$ cat src/rtl/pdw_pkg.sv
package pdw_pkg;
    typedef enum logic [1:0] {
        ST_IDLE  = 2'd0,
        ST_SETUP = 2'd1,
        ST_SHIFT = 2'd2,
        ST_HOLD  = 2'd3
    } seq_state_e;
endpackage

$ cat src/rtl/pdw_regbank.sv
module pdw_regbank #(
    parameter int NUM_CH    = 8,
    parameter int DATA_W    = 16,
    parameter int ADDR_W    = 12,
    parameter int REG_W     = 32,
    parameter int TRIG_OFS  = 'h100,
    parameter int CH_BASE   = 'h104,
    parameter int CH_STRIDE = 4
) (
    input  logic                     clk,
    input  logic                     rst_n,
    input  logic                     wr,
    input  logic [ADDR_W-1:0]        addr,
    input  logic [REG_W-1:0]         wdata,
    input  logic                     busy,
    output logic [REG_W-1:0]         rdata,
    output logic [NUM_CH*DATA_W-1:0] ch_flat,
    output logic                     start
);
    localparam logic [ADDR_W-1:0] TRIG_ADDR = ADDR_W'(TRIG_OFS);

    logic [DATA_W-1:0] ch_q [NUM_CH];
    logic              trig_q;
    logic              trig_hit;
    logic              wdata_unused;

    assign wdata_unused = ^wdata[REG_W-1:DATA_W];
    assign trig_hit     = wr && (addr == TRIG_ADDR);
    assign start        = trig_hit && wdata[0] && !trig_q;

    always_ff @(posedge clk) begin
        if (!rst_n)        trig_q <= 1'b0;
        else if (trig_hit) trig_q <= wdata[0];
    end

    for (genvar g = 0; g < NUM_CH; g++) begin : g_ch
        localparam logic [ADDR_W-1:0] MY_ADDR = ADDR_W'(CH_BASE + g*CH_STRIDE);
        always_ff @(posedge clk) begin
            if (!rst_n)                        ch_q[g] <= '0;
            else if (wr && (addr == MY_ADDR))  ch_q[g] <= wdata[DATA_W-1:0];
        end
        assign ch_flat[g*DATA_W +: DATA_W] = ch_q[g];
    end

    always_comb begin
        rdata = '0;
        if (addr == TRIG_ADDR) begin
            rdata[0] = trig_q;
            rdata[1] = busy;
        end
        for (int i = 0; i < NUM_CH; i++) begin
            if (addr == ADDR_W'(CH_BASE + i*CH_STRIDE))
                rdata = {{(REG_W-DATA_W){ch_q[i][DATA_W-1]}}, ch_q[i]};
        end
    end

    AST_START_SETS_TRIG: assert property (@(posedge clk) disable iff (!rst_n)
        start |=> trig_q);
    AST_TRIG_RISES_ONLY_BY_WRITE: assert property (@(posedge clk) disable iff (!rst_n)
        $rose(trig_q) |-> $past(wr));
endmodule

$ cat src/rtl/pdw_lane.sv
module pdw_lane #(
    parameter int DATA_W = 16
) (
    input  logic              clk,
    input  logic              rst_n,
    input  logic              load,
    input  logic              shift,
    input  logic              clear,
    input  logic [DATA_W-1:0] din,
    output logic              sdo
);
    logic [DATA_W-1:0] sh_q;

    always_ff @(posedge clk) begin
        if (!rst_n || clear) sh_q <= '0;
        else if (load)       sh_q <= din;
        else if (shift)      sh_q <= {sh_q[DATA_W-2:0], 1'b0};
    end

    assign sdo = sh_q[DATA_W-1];
endmodule

$ cat src/rtl/pdw_seq.sv
module pdw_seq
    import pdw_pkg::*;
#(
    parameter int DATA_W = 16
) (
    input  logic clk,
    input  logic rst_n,
    input  logic start,
    output logic busy,
    output logic load,
    output logic shift,
    output logic clear,
    output logic sclk,
    output logic cs_n
);
    localparam int             CNT_W   = $clog2(DATA_W);
    localparam logic [CNT_W-1:0] LAST_BIT = CNT_W'(DATA_W-1);
    localparam int             LOW_W   = $clog2(2*DATA_W+1);
    localparam logic [LOW_W-1:0] LOW_LEN = LOW_W'(2*DATA_W);

    seq_state_e       state_q, state_d;
    logic             phase_q, phase_d;
    logic [CNT_W-1:0] bit_q, bit_d;
    logic [LOW_W-1:0] low_q;
    logic             last_hi;

    assign last_hi = (state_q == ST_SHIFT) && phase_q && (bit_q == LAST_BIT);

    always_comb begin
        state_d = state_q;
        phase_d = phase_q;
        bit_d   = bit_q;
        unique case (state_q)
            ST_IDLE:  if (start) state_d = ST_SETUP;
            ST_SETUP: begin
                state_d = ST_SHIFT;
                phase_d = 1'b1;
                bit_d   = '0;
            end
            ST_SHIFT: begin
                if (!phase_q)     phase_d = 1'b1;
                else if (last_hi) state_d = ST_HOLD;
                else begin
                    phase_d = 1'b0;
                    bit_d   = bit_q + 1'b1;
                end
            end
            ST_HOLD:  state_d = ST_IDLE;
        endcase
    end

    always_ff @(posedge clk) begin
        if (!rst_n) begin
            state_q <= ST_IDLE;
            phase_q <= 1'b0;
            bit_q   <= '0;
            low_q   <= '0;
        end else begin
            state_q <= state_d;
            phase_q <= phase_d;
            bit_q   <= bit_d;
            if (state_q == ST_IDLE) low_q <= '0;
            else                    low_q <= low_q + 1'b1;
        end
    end

    always_comb begin
        busy  = (state_q != ST_IDLE);
        cs_n  = (state_q == ST_IDLE);
        sclk  = (state_q == ST_SHIFT) && phase_q;
        load  = (state_q == ST_IDLE) && start;
        shift = (state_q == ST_SHIFT) && phase_q && !last_hi;
        clear = last_hi;
    end

    AST_BUSY_IGNORES_TRIGGER: assert property (@(posedge clk) disable iff (!rst_n)
        (start && state_q != ST_IDLE) |=> (state_q != ST_SETUP));
    AST_FRAME_LENGTH: assert property (@(posedge clk) disable iff (!rst_n)
        (state_q == ST_HOLD) |-> (low_q == LOW_LEN));
    AST_SETUP_AFTER_START: assert property (@(posedge clk) disable iff (!rst_n)
        (start && state_q == ST_IDLE) |=> (state_q == ST_SETUP));
endmodule

$ cat src/rtl/par_dac_writer.sv
module par_dac_writer #(
    parameter int NUM_CH    = 8,
    parameter int DATA_W    = 16,
    parameter int ADDR_W    = 12,
    parameter int REG_W     = 32,
    parameter int TRIG_OFS  = 'h100,
    parameter int CH_BASE   = 'h104,
    parameter int CH_STRIDE = 4
) (
    input  logic              clk,
    input  logic              rst_n,
    input  logic              reg_wr,
    input  logic [ADDR_W-1:0] reg_addr,
    input  logic [REG_W-1:0]  reg_wdata,
    output logic [REG_W-1:0]  reg_rdata,
    output logic              dac_sclk,
    output logic              dac_cs_n,
    output logic [NUM_CH-1:0] dac_sdo
);
    logic [NUM_CH*DATA_W-1:0] ch_flat;
    logic start, busy, load, shift, clear;

    pdw_regbank #(
        .NUM_CH(NUM_CH), .DATA_W(DATA_W), .ADDR_W(ADDR_W), .REG_W(REG_W),
        .TRIG_OFS(TRIG_OFS), .CH_BASE(CH_BASE), .CH_STRIDE(CH_STRIDE)
    ) u_regs (
        .clk(clk), .rst_n(rst_n), .wr(reg_wr), .addr(reg_addr), .wdata(reg_wdata),
        .busy(busy), .rdata(reg_rdata), .ch_flat(ch_flat), .start(start)
    );

    pdw_seq #(.DATA_W(DATA_W)) u_seq (
        .clk(clk), .rst_n(rst_n), .start(start), .busy(busy), .load(load),
        .shift(shift), .clear(clear), .sclk(dac_sclk), .cs_n(dac_cs_n)
    );

    for (genvar g = 0; g < NUM_CH; g++) begin : g_lane
        pdw_lane #(.DATA_W(DATA_W)) u_lane (
            .clk(clk), .rst_n(rst_n), .load(load), .shift(shift), .clear(clear),
            .din(ch_flat[g*DATA_W +: DATA_W]), .sdo(dac_sdo[g])
        );
    end

    AST_IDLE_LANES_LOW: assert property (@(posedge clk) disable iff (!rst_n)
        dac_cs_n |-> (dac_sdo == '0));
    AST_SCLK_INSIDE_FRAME: assert property (@(posedge clk) disable iff (!rst_n)
        dac_sclk |-> !dac_cs_n);
    AST_SCLK_HALF_RATE: assert property (@(posedge clk) disable iff (!rst_n)
        $rose(dac_sclk) |=> $fell(dac_sclk));
    AST_LANE_CHANGES_ON_FALL: assert property (@(posedge clk) disable iff (!rst_n)
        (!dac_cs_n && $past(!dac_cs_n) && !$stable(dac_sdo)) |-> $fell(dac_sclk));
endmodule

$ cat config.mk
export PLATFORM = sky130hd
export DESIGN_NAME = par_dac_writer
export DESIGN_NICKNAME = d
export VERILOG_FILES = /design/src/rtl/pdw_pkg.sv /design/src/rtl/pdw_regbank.sv /design/src/rtl/pdw_lane.sv /design/src/rtl/pdw_seq.sv /design/src/rtl/par_dac_writer.sv
export SDC_FILE = /design/constraint.sdc
export NUM_CORES = 1
export LEC_CHECK = 0
export ABC_AREA = 1
export BUFFER_PORTS_ARGS = -buffer_cell sky130_fd_sc_hd__buf_2
export CELL_PAD_IN_SITES_DETAIL_PLACEMENT = 1
export CELL_PAD_IN_SITES_GLOBAL_PLACEMENT = 1
export CORE_MARGIN = 5
export CORE_UTILIZATION = 46
export CTS_BUF_LIST = sky130_fd_sc_hd__clkbuf_4 sky130_fd_sc_hd__clkbuf_8 sky130_fd_sc_hd__clkbuf_16
export DETAILED_ROUTE_END_ITERATION = 16
export GPL_ROUTABILITY_DRIVEN = 0
export PLACE_DENSITY = 0.77
export SYNTH_ARGS = -nofsm -noshare
export SYNTH_HDL_FRONTEND = slang
export SYNTH_SLANG_ARGS = --single-unit
$ cat constraint.sdc
create_clock -name clk -period 3.1 [get_ports clk]
set_input_delay 0 -clock clk [delete_from_list [all_inputs] [get_ports clk]]
set_output_delay 0 -clock clk [all_outputs]
set_load 0.005 [all_outputs]
Word level (Yosys, flattened, before mapping)

Memory sizes are Yosys's and may differ from the RTL's.
Index checks and enable logic that the tools add are counted.

Input port bits: 47
Output and inout bits: 42
Memory bits (writable): 128
Memories kept: 1
Flip-flop bits (word level): 136

Add/subtract/negate cells: 1
Equal/unequal tests: 17
Multiplexer cells: 68
Reduce and logical (&&, ||, !) cells: 25
Bitwise operators: 8

Memories:

| name        | depth | bits a word | read ports | clocked after Yosys merged registers in | write ports | RTL line          | RTL |
|---|---|---|---|---|---|---|---|
| u_regs.ch_q | 8     | 16          | 8          | 0                                       | 8           | pdw_regbank.sv:22 | `logic [DATA_W-1:0] ch_q [NUM_CH];` |

Operators by type and width:

| kind                                                   | number |
|---|---|
| two-way mux 16 bit                                     | 24 |
| two-way mux 32 bit                                     | 8 |
| == test 12 x 9 -> 1 bit (second input constant)        | 9 |
| two-way mux 1 bit                                      | 27 |
| logical AND 1 bit                                      | 15 |
| two-way mux 2 bit                                      | 4 |
| two-way mux 4 bit                                      | 2 |
| OR 1 bit                                               | 8 |
| one-hot mux 2 bit (4 select lines)                     | 1 |
| one-hot mux 4 bit (2 select lines)                     | 1 |
| inequality test 2 x 1 -> 1 bit (second input constant) | 3 |
| AND reduction 3 bit                                    | 2 |
| nonzero test 2 bit                                     | 3 |
| adder 4 x 1 -> 4 bit (second input constant)           | 1 |
| == test 2 bit (second input constant)                  | 2 |
| == test 4 bit (second input constant)                  | 1 |
| logical NOT 1 bit                                      | 3 |
| == test 2 x 1 -> 1 bit (second input constant)         | 1 |
| logical NOT 2 bit                                      | 1 |
| inequality test 2 bit (second input constant)          | 1 |
| one-hot mux 1 bit (2 select lines)                     | 1 |
| logical OR 1 bit                                       | 1 |

Depth between registers and ports, before layout

Depth in word-level cells: 10
Mapped depth: 16
Mapped depth without buffers: 16

Modules after synthesis

Synthesis repeated with hierarchy kept, for this count alone.

Cell total of the unflattened synthesis: 1670
Area total of the unflattened synthesis: 13111.3 sq um

Modules (own cells, without submodules):

| module      | cells each | seq. area each (sq um) | area each (sq um) | times used |
|---|---|---|---|---|
| pdw_lane    | 123        | 320.3                  | 807.0             | 8 |
| pdw_regbank | 621        | 3863.7                 | 6200.9            | 1 |
| pdw_seq     | 65         | 140.1                  | 454.2             | 1 |

Worst setup path after synthesis

Ideal clock, no wire load.

Path type: in2reg
From: input port reg_addr[7]
To: memory u_regs.ch_q[6][0] (netlist: u_regs.ch_q[1][32]) (enable)
Arrival time: 2.047 ns
Setup time: 0.411 ns
Data required time: 2.689 ns
Buffers on the path: 1
Setup slack: 0.642 ns
Stages: 8
Cell sequence: nor2_1 > nand3_1 > nor2_1 > inv_1 > nor2_1 > buf_2 > inv_1 > o21ai_0

RTL lines:

| item        | RTL line             | RTL |
|---|---|---|
| from (decl) | par_dac_writer.sv:13 | `input logic [ADDR_W-1:0] reg_addr,` |
| to (decl)   | pdw_regbank.sv:22    |  |

Final worst setup path

From: register u_seq.state_q[0]
To: output port reg_rdata[1]

Cells in the longest elaborated chain, start to end: 10

Ends and longest elaborated chain:

| item                             | RTL line             | RTL |
|---|---|---|
| from (decl)                      | pdw_seq.sv:21        | `seq_state_e state_q, state_d;` |
| from (signal assigned)           | pdw_seq.sv:59        | `state_q <= state_d;` |
| nonzero test 2 bit               | pdw_seq.sv:68        | `busy = (state_q != ST_IDLE);` |
| two-way mux 2 bit                | pdw_regbank.sv:47    | `if (addr == TRIG_ADDR) begin` |
| two-way mux 32 bit (8 in series) | pdw_regbank.sv:52    | `if (addr == ADDR_W'(CH_BASE + i*CH_STRIDE))` |
| to (decl)                        | par_dac_writer.sv:15 | `output logic [REG_W-1:0] reg_rdata,` |

No other way between the ends.

==> impl_metrics.csv <==
group,metric,value,unit
run_status,status,"finished clean",
layout,diodes,0,
drt,via_per_inst,5.470,
critical_path,worst-r2r-setup-slack,630,ps
global_route,globalRouteOverflowTotal,0,
timing,timing.setup.tns,0,ps
clocking,tritoncts,"built",
logic_synthesis,synth_fa_ha_area_share,0.2884,%
power,p_sw_share,24.78,%
timing,hold_viol,0,
timing,max_freq,0.3880,GHz
logic_synthesis,yosysWarningCount,0,
critical_path,startpoint,"u_seq.state_q[0]",
drt,firstDrtPassIters,5,
timing,worst_pin_slew,832.3,ps
layout,layout.nets,1598,
global_route,grt_pass1_wl,61850,µm
global_route,grt_max_degree,115,
drt,vias,10650,
critical_path,r2r-end,"g_lane[1].u_lane.sh_q[5]",
clocking,cts_resized,0,
global_route,antenna_found_initial,1,
global_route,track_usage,24.80,%
layout,final_util,52.53,%
power,p_leak,5.704,nW
timing,max_slew_margin,44.35,%
power,ir_worst_vdd,0.3396,mV
critical_path,crit_path_start_kind,"flop",
logic_synthesis,synth_edf_count,128,
logic_synthesis,postSynthAreaPerCell,8.630,µm²
logic_synthesis,seq_area_frac_synth,50.46,%
critical_path,worstSetupEndpoint,"reg_rdata[1]",
place,place_area,13550,µm²
logic_synthesis,synth_area_leaders,"edfxtp_1, dfxtp_1, nand2_1",
timing,post-route-min-period,2578,ps
clocking,cts_made_buffers,30,
logic_synthesis,yosys_most_used_dff,"dfxtp_1",
logic_synthesis,synthXorXnorAreaFrac,0.06730,%
critical_path,arrival,2580,ps
power,p_per_area,526.9,nW/µm²
timing,slew_viol_final,0,
min_path,hold_path_class,"primary input to flop",
floorplanning,ios,89,
layout,final_common_cell,"nand2_1",
layout,seq_area,6566,µm²
timing,finalClockSkew,11.22,ps
critical_path,reg2reg_from,"u_seq.bit_q[1]",
layout,design_area,14630,µm²
logic_synthesis,yosys.area_share.simple,23.83,%
layout,drive_gt1_share,18.80,%
critical_path,path_class,"flop to primary output",
critical_path,path_max_fanout,5,
drt,route.final.wire_length,39390,µm
critical_path,worstPathRequired,3100,ps
clocking,ctsLongestPathBuffers,3,
critical_path,critical_path.endpoint_type,"primary output",
place,portBuffers,72,
power,power.net_switching,0.001910,W
layout,layout_common_cells,"nand2_1, nor2_1, dfxtp_1",
power,internal-power,0.005800,W
run,drv_cap,0,
clocking,clockRootBuffer,"clkbuf_16",
floorplanning,start_util,46.71,%
timing,setup_viol,0,
layout,fill_cells,3288,
floorplanning,die_area,31760,µm²
floorplanning,core,27860,µm²
power,p_clk_share,43.4,%
timing,fin_crit_sh,83.15,%
place,dp_slack,631.1,ps
logic_synthesis,yosysUniqueCellTypes,27,
timing,rsz0062_at_grt,"no",
logic_synthesis,synth-seq-cells,264,
logic_synthesis,synthCells,1508,
logic_synthesis,synth_top_family_by_area,"simple AND/OR/NAND/NOR gates",
drt,drtIter0Drc,773,
floorplanning,die_x,178.2,µm
layout,multi_input_area,5331,µm²
floorplanning,rows,61,
critical_path,reg2reg_depth,9,
power,p_seq_share,49.4,%
clocking,cts_num_sinks,264,
drt,ant_nets,0,
logic_synthesis,syn_nets,1558,
timing,worst_slack,522.5,ps
clocking,clk_latency,560,ps
logic_synthesis,synth_top_cell_by_area,"edfxtp_1",
floorplanning,die_h,178.2,µm
drt,drc,0,
clocking,cts.reportedPaths.clkPinSlew,70,ps
logic_synthesis,synth_area,13010,µm²
place,place_hpwl,26220,µm
global_route,grt_pass1_vias,11000,
logic_synthesis,synth_compound_area_share,16.62,%
timing,hold_ws,38.80,ps
power,combPwrFrac,7.2,%
clocking,cts_htree_levels,1,
clocking,post_cts_buffers,0,
logic_synthesis,synth.area.mux_share,0,%
logic_synthesis,yosysTopAreaCellShare,29.54,%
layout,area_growth,12.44,%
drt,wl_per_cell,20.23,µm
logic_synthesis,async_reset_ff_share,0,%
Yosys cell counts (3+ instances only):
cell	instances
nor2_2	4
dfxtp_1	136
nand3_1	51
clkbuf_1	55
or2_2	3
buf_4	27
inv_2	5
nor2_1	284
edfxtp_1	128
ha_1	3
a311oi_2	110
inv_1	111
o21ai_0	24
buf_2	23
a21oi_1	65
nand3_2	3
a31oi_1	7
nand2_2	3
nand2_1	441
buf_6	15
final cells by class:
class,instances,share of cell area [%]
timing repair buffer,130,6.139
clock inverter,13,0.4788
clock buffer,40,5.814
sequential,264,44.87
inverter,116,3.027
multi-input combinational,1006,36.43
tap,378,3.232
registers in the layout, summed over array words and instances (netlist names):
signal	flops
u_regs.trig_q	1
u_seq.phase_q	1
u_regs.ch_q	128
g_lane.u_lane.sh_q	128
u_seq.bit_q	4
u_seq.state_q	2
critical path, cell delays in order (launching register included):
cell	delay [ps]
dfxtp_1	310
inv_1	60
ha_1	290
nor2_1	130
nand2_1	130
nand2_1	90
nor2_1	50
o21ai_0	210
a21boi_0	140
o21ai_0	380
buf_2	200
worst min-delay path by stage:
stage | start | to | slack (ps) | cells after the start
after floorplan | reg_wdata[0] | u_regs.trig_q | 170 | 2
after global placement | reg_wdata[0] | u_regs.trig_q | 350 | 3
after detailed placement | reg_wdata[0] | u_regs.trig_q | 380 | 3
after CTS | reg_wdata[13] | u_regs.ch_q[1][61] | 7 | 3
after global routing | reg_wdata[13] | u_regs.ch_q[1][61] | 7 | 3
final | reg_wdata[11] | u_regs.ch_q[1][27] | 40 | 3
power by group through the flow:
| stage | registers, W | clock network, W | logic, W |
|---|---|---|---|
| after global routing | 0.00382 | 0.00355 | 0.000606 |
| after CTS | 0.00381 | 0.00340 | 0.000558 |
| after detailed placement | 0.00388 | 0 | 0.000543 |
| final | 0.00381 | 0.00334 | 0.000554 |
| after global placement | 0.00388 | 0 | 0.000525 |
| after floorplan | 0.00387 | 0 | 0.000320 |
per-layer routing:
layer	wire, µm	vias up	GRT usage (%)
met5	0	-	0
met3	2163	44	2.777
met2	18950	250	41.45
met4	741	0	6.204
met1	17530	5326	34.61
li1	-	5031	-
per-stage QoR:
step / instances / total power (W)
final: 1947 / 0.007710
after global routing: 1947 / 0.007981
after CTS: 1947 / 0.007770
after detailed placement: 1878 / 0.004428
after global placement: 1878 / 0.004403
after floorplan: 1508 / 0.004186
cell families after synthesis:
| logic type | count (synthesis) |
|---|---|
| AND/OR/NAND/NOR | 793 |
| flip-flops | 264 |
| buffers and inverters | 238 |
| AO/OA/AOI/OAI | 209 |
| adder cells (fa/ha/maj) | 3 |
| XOR/XNOR | 1 |
timing repair:
action,CTS,global route
hold endpoints to repair,88,0
endpoints found under the setup margin,0,0
hold buffers,16,0
No activity file was read; power rests on OpenSTA's default activity.
